--- config.mk ---
export PLATFORM = sky130hd
export DESIGN_NAME = scan_ir_ctrl
export DESIGN_NICKNAME = d
export VERILOG_FILES = /design/src/rtl/scan_ir_pkg.sv /design/src/rtl/scan_ir_shift.sv /design/src/rtl/scan_ir_shadow.sv /design/src/rtl/scan_ir_decode.sv /design/src/rtl/scan_bypass_cell.sv /design/src/rtl/scan_ir_ctrl.sv
export SDC_FILE = /design/constraint.sdc
export NUM_CORES = 1
export LEC_CHECK = 0
export ABC_AREA = 1
export BUFFER_PORTS_ARGS = -buffer_cell sky130_fd_sc_hd__buf_2
export CAP_MARGIN = 5
export CORE_ASPECT_RATIO = 1.2
export CORE_MARGIN = 4
export CORE_UTILIZATION = 25
export DETAILED_ROUTE_END_ITERATION = 10
export GPL_ROUTABILITY_DRIVEN = 0
export HOLD_SLACK_MARGIN = 0.02
export PLACE_DENSITY = 0.49
export SYNTH_ARGS = -nofsm -noshare
export SYNTH_HDL_FRONTEND = slang
export SYNTH_SLANG_ARGS = --single-unit
--- constraint.sdc ---
create_clock -name tck_i -period 2.7 [get_ports tck_i]
set_clock_uncertainty 0.05 [all_clocks]
set_input_delay 0.81 -clock tck_i [delete_from_list [all_inputs] [get_ports tck_i]]
set_output_delay 0.81 -clock tck_i [all_outputs]
set_load 0.03 [all_outputs]
--- src/rtl/scan_ir_pkg.sv ---
package scan_ir_pkg;
  localparam int unsigned NUM_DR  = 3;
  localparam int unsigned SEL_BYP = 0;
  localparam int unsigned SEL_BND = 1;
  localparam int unsigned SEL_CTL = 2;

  typedef enum logic [1:0] {
    CAP_ZERO = 2'd0,
    CAP_PINS = 2'd1,
    CAP_HOLD = 2'd2
  } cap_src_e;

  typedef struct packed {
    logic [NUM_DR-1:0] dr_sel;
    logic              test_mode;
    cap_src_e          cap_src;
  } ir_dec_t;
endpackage

--- src/rtl/scan_ir_shift.sv ---
module scan_ir_shift #(
  parameter int unsigned     IR_W    = 8,
  parameter logic [IR_W-1:0] CAP_PAT = 8'b1000_0001,
  parameter logic [IR_W-1:0] RST_PAT = '1
) (
  input  logic            tck_i,
  input  logic            rst_ni,
  input  logic            cap_i,
  input  logic            shift_i,
  input  logic            tdi_i,
  output logic [IR_W-1:0] sr_o
);
  always_ff @(posedge tck_i or negedge rst_ni) begin
    if (!rst_ni)      sr_o <= RST_PAT;
    else if (cap_i)   sr_o <= CAP_PAT;
    else if (shift_i) sr_o <= {tdi_i, sr_o[IR_W-1:1]};
  end

  AST_CAP_LOAD: assert property (@(posedge tck_i) disable iff (!rst_ni)
    cap_i |=> sr_o == CAP_PAT);
  AST_SHIFT_MOVE: assert property (@(posedge tck_i) disable iff (!rst_ni)
    (shift_i && !cap_i) |=> (sr_o[IR_W-1] == $past(tdi_i)) &&
                            (sr_o[IR_W-2:0] == $past(sr_o[IR_W-1:1])));
  AST_SR_HOLD: assert property (@(posedge tck_i) disable iff (!rst_ni)
    (!shift_i && !cap_i) |=> $stable(sr_o));
endmodule

--- src/rtl/scan_ir_shadow.sv ---
module scan_ir_shadow #(
  parameter int unsigned     IR_W    = 8,
  parameter logic [IR_W-1:0] RST_PAT = '1
) (
  input  logic            tck_i,
  input  logic            rst_ni,
  input  logic            tlr_i,
  input  logic            upd_i,
  input  logic [IR_W-1:0] d_i,
  output logic [IR_W-1:0] q_o
);
  // falling edge: decode settles half a cycle before the next shift edge
  always_ff @(negedge tck_i or negedge rst_ni) begin
    if (!rst_ni)    q_o <= RST_PAT;
    else if (tlr_i) q_o <= RST_PAT;
    else if (upd_i) q_o <= d_i;
  end

  AST_TLR_DEFAULT: assert property (@(negedge tck_i) disable iff (!rst_ni)
    tlr_i |=> q_o == RST_PAT);
  AST_UPD_LOAD: assert property (@(negedge tck_i) disable iff (!rst_ni)
    (upd_i && !tlr_i) |=> q_o == $past(d_i));
  AST_SHADOW_HOLD: assert property (@(negedge tck_i) disable iff (!rst_ni)
    (!upd_i && !tlr_i) |=> $stable(q_o));
endmodule

--- src/rtl/scan_ir_decode.sv ---
module scan_ir_decode
  import scan_ir_pkg::*;
#(
  parameter int unsigned     IR_W       = 8,
  parameter logic [IR_W-2:0] OPC_EXTEST = 7'h00,
  parameter logic [IR_W-2:0] OPC_SAMPLE = 7'h02,
  parameter logic [IR_W-2:0] OPC_CTRL   = 7'h0A,
  parameter logic [IR_W-2:0] OPC_BYPASS = 7'h7F
) (
  input  logic [IR_W-1:0] ir_i,
  output ir_dec_t         dec_o
);
  logic [IR_W-2:0] opc;
  assign opc = ir_i[IR_W-2:0]; // top bit is don't-care

  always_comb begin
    dec_o.dr_sel    = '0;
    dec_o.test_mode = 1'b0;
    dec_o.cap_src   = CAP_ZERO;
    if (opc == OPC_EXTEST) begin
      dec_o.dr_sel[SEL_BND] = 1'b1;
      dec_o.test_mode       = 1'b1;
      dec_o.cap_src         = CAP_PINS;
    end else if (opc == OPC_SAMPLE) begin
      dec_o.dr_sel[SEL_BND] = 1'b1;
      dec_o.cap_src         = CAP_PINS;
    end else if (opc == OPC_CTRL) begin
      dec_o.dr_sel[SEL_CTL] = 1'b1;
      dec_o.cap_src         = CAP_HOLD;
    end else if (opc == OPC_BYPASS) begin
      dec_o.dr_sel[SEL_BYP] = 1'b1;
    end else begin
      dec_o.dr_sel[SEL_BYP] = 1'b1; // unsupported falls back to bypass
    end
  end
endmodule

--- src/rtl/scan_bypass_cell.sv ---
module scan_bypass_cell (
  input  logic tck_i,
  input  logic rst_ni,
  input  logic en_i,
  input  logic cap_i,
  input  logic shift_i,
  input  logic tdi_i,
  output logic q_o
);
  always_ff @(posedge tck_i or negedge rst_ni) begin
    if (!rst_ni)                 q_o <= 1'b0;
    else if (en_i && cap_i)      q_o <= 1'b0;
    else if (en_i && shift_i)    q_o <= tdi_i;
  end

  AST_BYP_CAP_ZERO: assert property (@(posedge tck_i) disable iff (!rst_ni)
    (en_i && cap_i) |=> !q_o);
  AST_BYP_IDLE_HOLD: assert property (@(posedge tck_i) disable iff (!rst_ni)
    !en_i |=> $stable(q_o));
endmodule

--- src/rtl/scan_ir_ctrl.sv ---
module scan_ir_ctrl
  import scan_ir_pkg::*;
#(
  parameter int unsigned     IR_W       = 8,
  parameter logic [IR_W-1:0] CAP_PAT    = 8'b1000_0001,
  parameter logic [IR_W-1:0] RST_PAT    = '1,
  parameter logic [IR_W-2:0] OPC_EXTEST = 7'h00,
  parameter logic [IR_W-2:0] OPC_SAMPLE = 7'h02,
  parameter logic [IR_W-2:0] OPC_CTRL   = 7'h0A,
  parameter logic [IR_W-2:0] OPC_BYPASS = 7'h7F
) (
  input  logic              tck_i,
  input  logic              rst_ni,
  input  logic              tlr_i,
  input  logic              cap_ir_i,
  input  logic              shift_ir_i,
  input  logic              upd_ir_i,
  input  logic              cap_dr_i,
  input  logic              shift_dr_i,
  input  logic              tdi_i,
  output logic              ir_so_o,
  output logic              byp_so_o,
  output logic [NUM_DR-1:0] dr_sel_o,
  output logic              test_mode_o,
  output logic [1:0]        cap_src_o
);
  logic [IR_W-1:0] sr_q;
  logic [IR_W-1:0] shadow_q;
  ir_dec_t         dec;

  scan_ir_shift #(.IR_W(IR_W), .CAP_PAT(CAP_PAT), .RST_PAT(RST_PAT)) u_shift (
    .tck_i(tck_i), .rst_ni(rst_ni), .cap_i(cap_ir_i), .shift_i(shift_ir_i),
    .tdi_i(tdi_i), .sr_o(sr_q)
  );

  scan_ir_shadow #(.IR_W(IR_W), .RST_PAT(RST_PAT)) u_shadow (
    .tck_i(tck_i), .rst_ni(rst_ni), .tlr_i(tlr_i), .upd_i(upd_ir_i),
    .d_i(sr_q), .q_o(shadow_q)
  );

  scan_ir_decode #(
    .IR_W(IR_W), .OPC_EXTEST(OPC_EXTEST), .OPC_SAMPLE(OPC_SAMPLE),
    .OPC_CTRL(OPC_CTRL), .OPC_BYPASS(OPC_BYPASS)
  ) u_dec (
    .ir_i(shadow_q), .dec_o(dec)
  );

  scan_bypass_cell u_byp (
    .tck_i(tck_i), .rst_ni(rst_ni), .en_i(dec.dr_sel[SEL_BYP]),
    .cap_i(cap_dr_i), .shift_i(shift_dr_i), .tdi_i(tdi_i), .q_o(byp_so_o)
  );

  assign ir_so_o     = sr_q[0];
  assign dr_sel_o    = dec.dr_sel;
  assign test_mode_o = dec.test_mode;
  assign cap_src_o   = dec.cap_src;

  AST_SEL_ONE_HOT: assert property (@(posedge tck_i) disable iff (!rst_ni)
    $countones(dr_sel_o) == 1);
  AST_DECODE_STILL_AT_SHIFT: assert property (@(posedge tck_i) disable iff (!rst_ni)
    (!upd_ir_i && !tlr_i) |-> $stable(test_mode_o) || $rose(rst_ni));
endmodule

==> run metrics, run 1 <==
H-tree Lvls=1; ant diodes=0; via count=707; routed length on met2=905 um; most frequent cells in the layout=inv_1 (21), buf_4 (18), dfstp_2 (15), o21ai_1 (14); power density over cell area=464 mW/mm^2; CP arrival=2.72 ns; switching power total=roughly 0.16 mW; Int Power=0.403 mW; CTS tree=done; Starting Density=26.4%; crit path capture type=output port; commonest non-fill, non-tap cell in the layout=inv_1; crit path max fanout=2; floorplan row count=22; worst hold path type=in -> async; clk slew on worst S/H paths=0.10 ns; core area=0.00308 mm^2; Buffers on Ports=16; Global Route Usage Sum=9.01%; DRC violations left=0; WL final=1.75 mm; sequential cell area=419 um^2; share of cells above drive strength 1=57.9%; number of global-route vias before repair=735; Post-DP HPWL=1.33 mm; Cells after Synth=93; area leader, netlist=dfstp_2; Syn. warnings=0; initial antenna violation count=0; I/O pin cnt=17; area grow syn2layout=48.3%; area of the multi-input gates=304 um^2; Util after Layout=39.1%; clk buf depth=2; WP data required=1.84 ns; synth top area cells=dfstp_2 (48%), inv_1 (9.7%), o21ai_1 (8.6%), a21oi_1 (6.2%), nand3_1 (3.7%); nets=143; flops & latches, synth=16; Final Hold Vio Count=0; final setup vio count=7; worst vdd ir=0.194 mV; drt pass-1 iters=2; syn_nets=about 100; Initial DRC Count=9; Gate power share=between 15 and 20%; Least-Margin Pin Slew=0.231 ns; Met3 Wirelength=75 um; Synth top area share=48.5%; Reg2Reg Launch Point=u_shadow.q_o[3]; Max Used Layer=met3; WL met1=768 um; # fillers=330; pin count of the biggest net entering global routing=13; routed wire length per instance=10.3 um; first-pass GRT wire length=2.94 mm; die extent in y=70.5 um; R2R setup slack=-0.05 ns; Mapped Area=813 um^2; Static Leak=0.598 nW; status=finished, violations left; Net Sw Frac=28.1%; RSZ-0062 raised after global routing=true; Clock Power Share=about a third; Reg power frac=49.6%; root buf cell=clkbuf_4; DIE AREA=0.00423 mm^2; post-route setup slack=-0.877 ns; Inserted Clock Buffers=3; Via density=4.18; Worst-Skew Late Latency=0.34 ns; # clock sinks=16; dpl ws=-0.551 ns; Critical R2R Capture=u_byp.q_o; Max Cap Viol=0; mean cell area of the mapped netlist=8.74 um^2; sequential-to-total area share from yosys stat=51.5%; CP Launch Type=flop; violated checks=negative setup slack; Die Wd=approximately 60 um; count of pins over their slew limit=0; headroom to the max-slew limit=84.6%; Final ANT Viol Nets=0; final setup TNS=-5.12 ns; Pwr Total=0.560 mW; path depth of the worst reg2reg path=9; grt total ovfl=0; unique cell type count in the Yosys netlist=20; crit path kind=reg -> out
timing repair:
item,CTS,global route
gates cloned,0,0
setup endpoints to repair,6,7
hold buffers,0,0
gates resized for setup,18,5
pin swaps,5,2
buffers inserted,5,2
metrics by stage:
| step | cell area, um^2 | hold slack (ns) | std cells |
|---|---|---|---|
| finish | 1210 | 0.316 | 169 |
| global route | 1210 | 0.312 | 169 |
| CTS | 1180 | 0.308 | 167 |
| detailed placement | 1030 | 0.413 | 152 |
| global placement | 1030 | 0.414 | 152 |
| floorplan | 842 | 0.400 | 93 |
final cells by class:
type,count,share of cell area [%]
Sequential cell,16,34.8
Multi-Input combinational cell,49,25.2
Timing Repair Buffer,36,24.3
Inverter,21,6.85
Tap cell,36,3.73
Clock buffer,4,3.01
Clock inverter,7,2.18
sequential cells by signal, summed over array words and instances (netlist names):
| register | flops |
|---|---|
| u_byp.q_o | 1 |
| u_shadow.q_o | 7 |
| u_shift.sr_o | 8 |
cells in the mapped netlist:
cell,count
dfrtp_1,1
inv_2,1
or2_1,1
nand2_2,3
a21oi_2,2
buf_6,1
inv_1,21
dfstp_2,15
or2_4,1
nand2_1,5
buf_2,2
nor2_4,1
nor2_1,3
nand3_2,1
a21oi_1,10
o21ai_1,14
buf_4,3
nand3_1,6
o21ai_0,1
nor3_2,1
per-layer routing:
metal | vias up | global-route usage, %
li1 | 368 | -
met2 | 15 | 14.1
met5 | - | 0
met4 | 0 | 4.43
met1 | 324 | 11.6
met3 | 0 | 1.66
how the worst max path moves through the flow:
stage / start / end / cells after the start
2_1_floorplan: u_shadow.q_o[2] / dr_sel_o[2] / 6
3_3_place_gp: u_shadow.q_o[1] / dr_sel_o[2] / 5
3_5_place_dp: u_shadow.q_o[1] / dr_sel_o[2] / 5
4_1_cts: u_shadow.q_o[0] / dr_sel_o[2] / 6
5_1_grt: u_shadow.q_o[3] / dr_sel_o[0] / 6
6_report: u_shadow.q_o[2] / cap_src_o[1] / 6
worst max-delay path, stage by stage (launching register included):
cell,delay (ns)
dfstp_2,0.55
inv_2,0.05
nand2_2,0.06
nor2_2,0.04
nand2_2,0.09
clkinvlp_4,0.10
buf_6,0.14
power groups by stage:
stage               Combinational, mW  Sequential, mW  Clock (mW)
CTS                            0.0843           0.277       0.204
detailed placement             0.0785           0.280      0.0183
global route                   0.0976           0.280       0.216
finish                         0.0870           0.277       0.195
floorplan                      0.0368           0.283      0.0183
global placement               0.0774           0.279      0.0183
logic make-up (layout without fill, tap and decap cells):
group	count (synthesis)	after routing	synth area share [%]
compound gates	27	27	17.5
buf+inv	28	68	15.5
flops	16	16	51.5
simple gates	22	22	15.4
No activity file was read; power rests on OpenSTA's default activity.
==> run 2, diff against run 1 <==
--- a/config.mk
+++ b/config.mk
@@ -11,10 +11,11 @@
 export CORE_ASPECT_RATIO = 1.2
 export CORE_MARGIN = 4
 export CORE_UTILIZATION = 25
+export CTS_BUF_LIST = sky130_fd_sc_hd__clkbuf_4
 export DETAILED_ROUTE_END_ITERATION = 10
 export GPL_ROUTABILITY_DRIVEN = 0
 export HOLD_SLACK_MARGIN = 0.02
-export PLACE_DENSITY = 0.49
+export PLACE_DENSITY_LB_ADDON = 0.25
 export SYNTH_ARGS = -nofsm -noshare
 export SYNTH_HDL_FRONTEND = slang
 export SYNTH_SLANG_ARGS = --single-unit
==> run metrics, run 2 (synthesized netlist as in run 1, its figures left out) <==
status=finished, violations left (unchanged); violated checks=negative setup slack (unchanged); area grow syn2layout=48.0% (was 48.3%); crit path max fanout=2 (unchanged); RSZ-0062 raised after global routing=true (unchanged); sequential cell area=419 um^2 (unchanged); headroom to the max-slew limit=80.8% (was 84.6%); Starting Density=26.4% (unchanged); DIE AREA=0.00423 mm^2 (unchanged); WL final=1.77 mm (was 1.75 mm); drt pass-1 iters=3 (was 2); WP data required=1.84 ns (about the same); # clock sinks=16 (unchanged); count of pins over their slew limit=0 (unchanged); routed wire length per instance=10.5 um (was 10.3 um); Via density=4.26 (was 4.18); clk slew on worst S/H paths=0.10 ns (about the same); nets=142 (was 143); Gate power share=16.4% (was 15.5%); Final Hold Vio Count=0 (unchanged); placed instance count=151 (was 152); switching power total=0.159 mW (was 0.157 mW); Non-Filler Instances=168 (was 169); crit path kind=reg -> out (unchanged); Inserted Clock Buffers=3 (unchanged); post-route setup slack=-0.892 ns (was -0.877 ns); Static Leak=0.592 nW (was 0.598 nW); worst hold path type=in -> async (unchanged); share of cells above drive strength 1=57.6% (was 57.9%); Util after Layout=39.0% (was 39.1%); worst vdd ir=0.277 mV (was 0.194 mV); Top reg by flops=u_shift.sr_o (unchanged); crit path capture type=output port (unchanged); area of the multi-input gates=312 um^2 (was 304 um^2); most frequent cells in the layout=inv_1 (20), buf_4 (15), dfstp_2 (15), o21ai_1 (14) (was inv_1 (21), buf_4 (18), dfstp_2 (15), o21ai_1 (14)); Reg power frac=52.0% (was 49.6%); number of global-route vias before repair=732 (was 735); Int Power=0.374 mW (was 0.403 mW); final setup TNS=-5.21 ns (was -5.12 ns); via count=716 (was 707); CP arrival=2.73 ns (was 2.72 ns); clk buf depth=2 (unchanged); Clock Power Share=31.6% (was 34.9%); CTS tree=done (unchanged); floorplan row count=22 (unchanged); final setup vio count=7 (unchanged); core area=0.00308 mm^2 (unchanged); Top Registers=u_shift.sr_o (8), u_shadow.q_o (7), u_byp.q_o (1) (unchanged); H-tree Lvls=1 (unchanged); Least-Margin Pin Slew=0.289 ns (was 0.231 ns); Buffers on Ports=16 (unchanged); # fillers=335 (was 330); Post-DP HPWL=1.33 mm (about the same); Die Wd=60.1 um (unchanged); Global Route Usage Sum=9.31% (was 9.01%); Worst-Skew Late Latency=0.35 ns (was 0.34 ns); pin count of the biggest net entering global routing=14 (was 13); commonest non-fill, non-tap cell in the layout=inv_1 (unchanged); die extent in y=70.5 um (unchanged); Initial DRC Count=6 (was 9); Net Sw Frac=29.8% (was 28.1%); grt total ovfl=0 (unchanged); DRC violations left=0 (unchanged); Max Cap Viol=0 (unchanged); Largest register FFs=8 (unchanged); initial antenna violation count=0 (unchanged); root buf cell=clkbuf_4 (unchanged); Final ANT Viol Nets=0 (unchanged); CP Launch Type=flop (unchanged); power density over cell area=443 mW/mm^2 (was 464 mW/mm^2); I/O pin cnt=17 (unchanged); ant diodes=0 (unchanged); first-pass GRT wire length=3.06 mm (was 2.94 mm)
run 2: changes by cell type in the layout (fill, tap and decap cells not counted), sizes merged:
cell    change
buf         -1
clkbuf      -1
clkinv      +1
run 2: layout make-up:
type,instances,share of cell area (%)
clock buffer,3,1.87
clock inverter,8,2.49
inverter,21,6.86
multi-input combinational,49,25.9
sequential,16,34.8
tap,36,3.74
timing repair buffer,35,24.3
run 2: critical path, cell delays in order, from the launching register on:
cell	delay, ns
dfstp_2	0.52
nand2_2	0.06
inv_2	0.05
nand2_2	0.06
a21oi_4	0.17
inv_2	0.05
buf_6	0.13
run 2: path summary, 6_finish.rpt:
kind | start | endpoint | slack [ns] | depth (start not counted)
worst min register to register | u_shift.sr_o[7] | u_shift.sr_o[7] | 0.44 | 2
min in group tck_i | u_shift.sr_o[7] | u_shift.sr_o[7] | 0.44 | 2
worst min-delay path | rst_ni | u_byp.q_o | 0.34 | 1
worst max-delay path | u_shadow.q_o[3] | dr_sel_o[0] | -0.89 | 6
max in group asynchronous | rst_ni | u_shadow.q_o[4] | 0.67 | 1
worst max register to register | u_shadow.q_o[2] | u_byp.q_o | -0.04 | 8
run 2: power groups by stage:
stage	logic, mW	clock network (mW)	registers, mW
final	0.0874	0.169	0.278
after global routing	0.0980	0.197	0.279
after CTS	0.0833	0.178	0.278
after detailed placement	0.0789	0.0183	0.280
after global placement	0.0775	0.0183	0.279
after floorplan	0.0368	0.0183	0.283
run 2: per-stage QoR:
step | area [um^2] | hold WS [ns] | power (mW) | setup slack (ns)
floorplan | 842 | 0.400 | 0.338 | -0.641
global placement | 1030 | 0.414 | 0.375 | -0.551
detailed placement | 1030 | 0.424 | 0.378 | -0.566
CTS | 1160 | 0.340 | 0.540 | -0.915
global route | 1200 | 0.342 | 0.575 | -0.961
finish | 1200 | 0.337 | 0.534 | -0.892
run 2: repair_timing:
| action | in CTS | in global routing |
|---|---|---|
| buffers inserted | 4 | 4 |
| hold buffers | 0 | 0 |
| pin swaps | 6 | 6 |
| setup endpoints to repair | 6 | 7 |
| gates resized for setup | 19 | 8 |
run 2: per-layer routing:
layer	track usage (%)	wire length, um	part of all wire [%]
met5	0	0	0
met3	1.66	88	5.0
met1	11.6	750	42
met4	3.69	22	1.2
met2	15.4	904	51
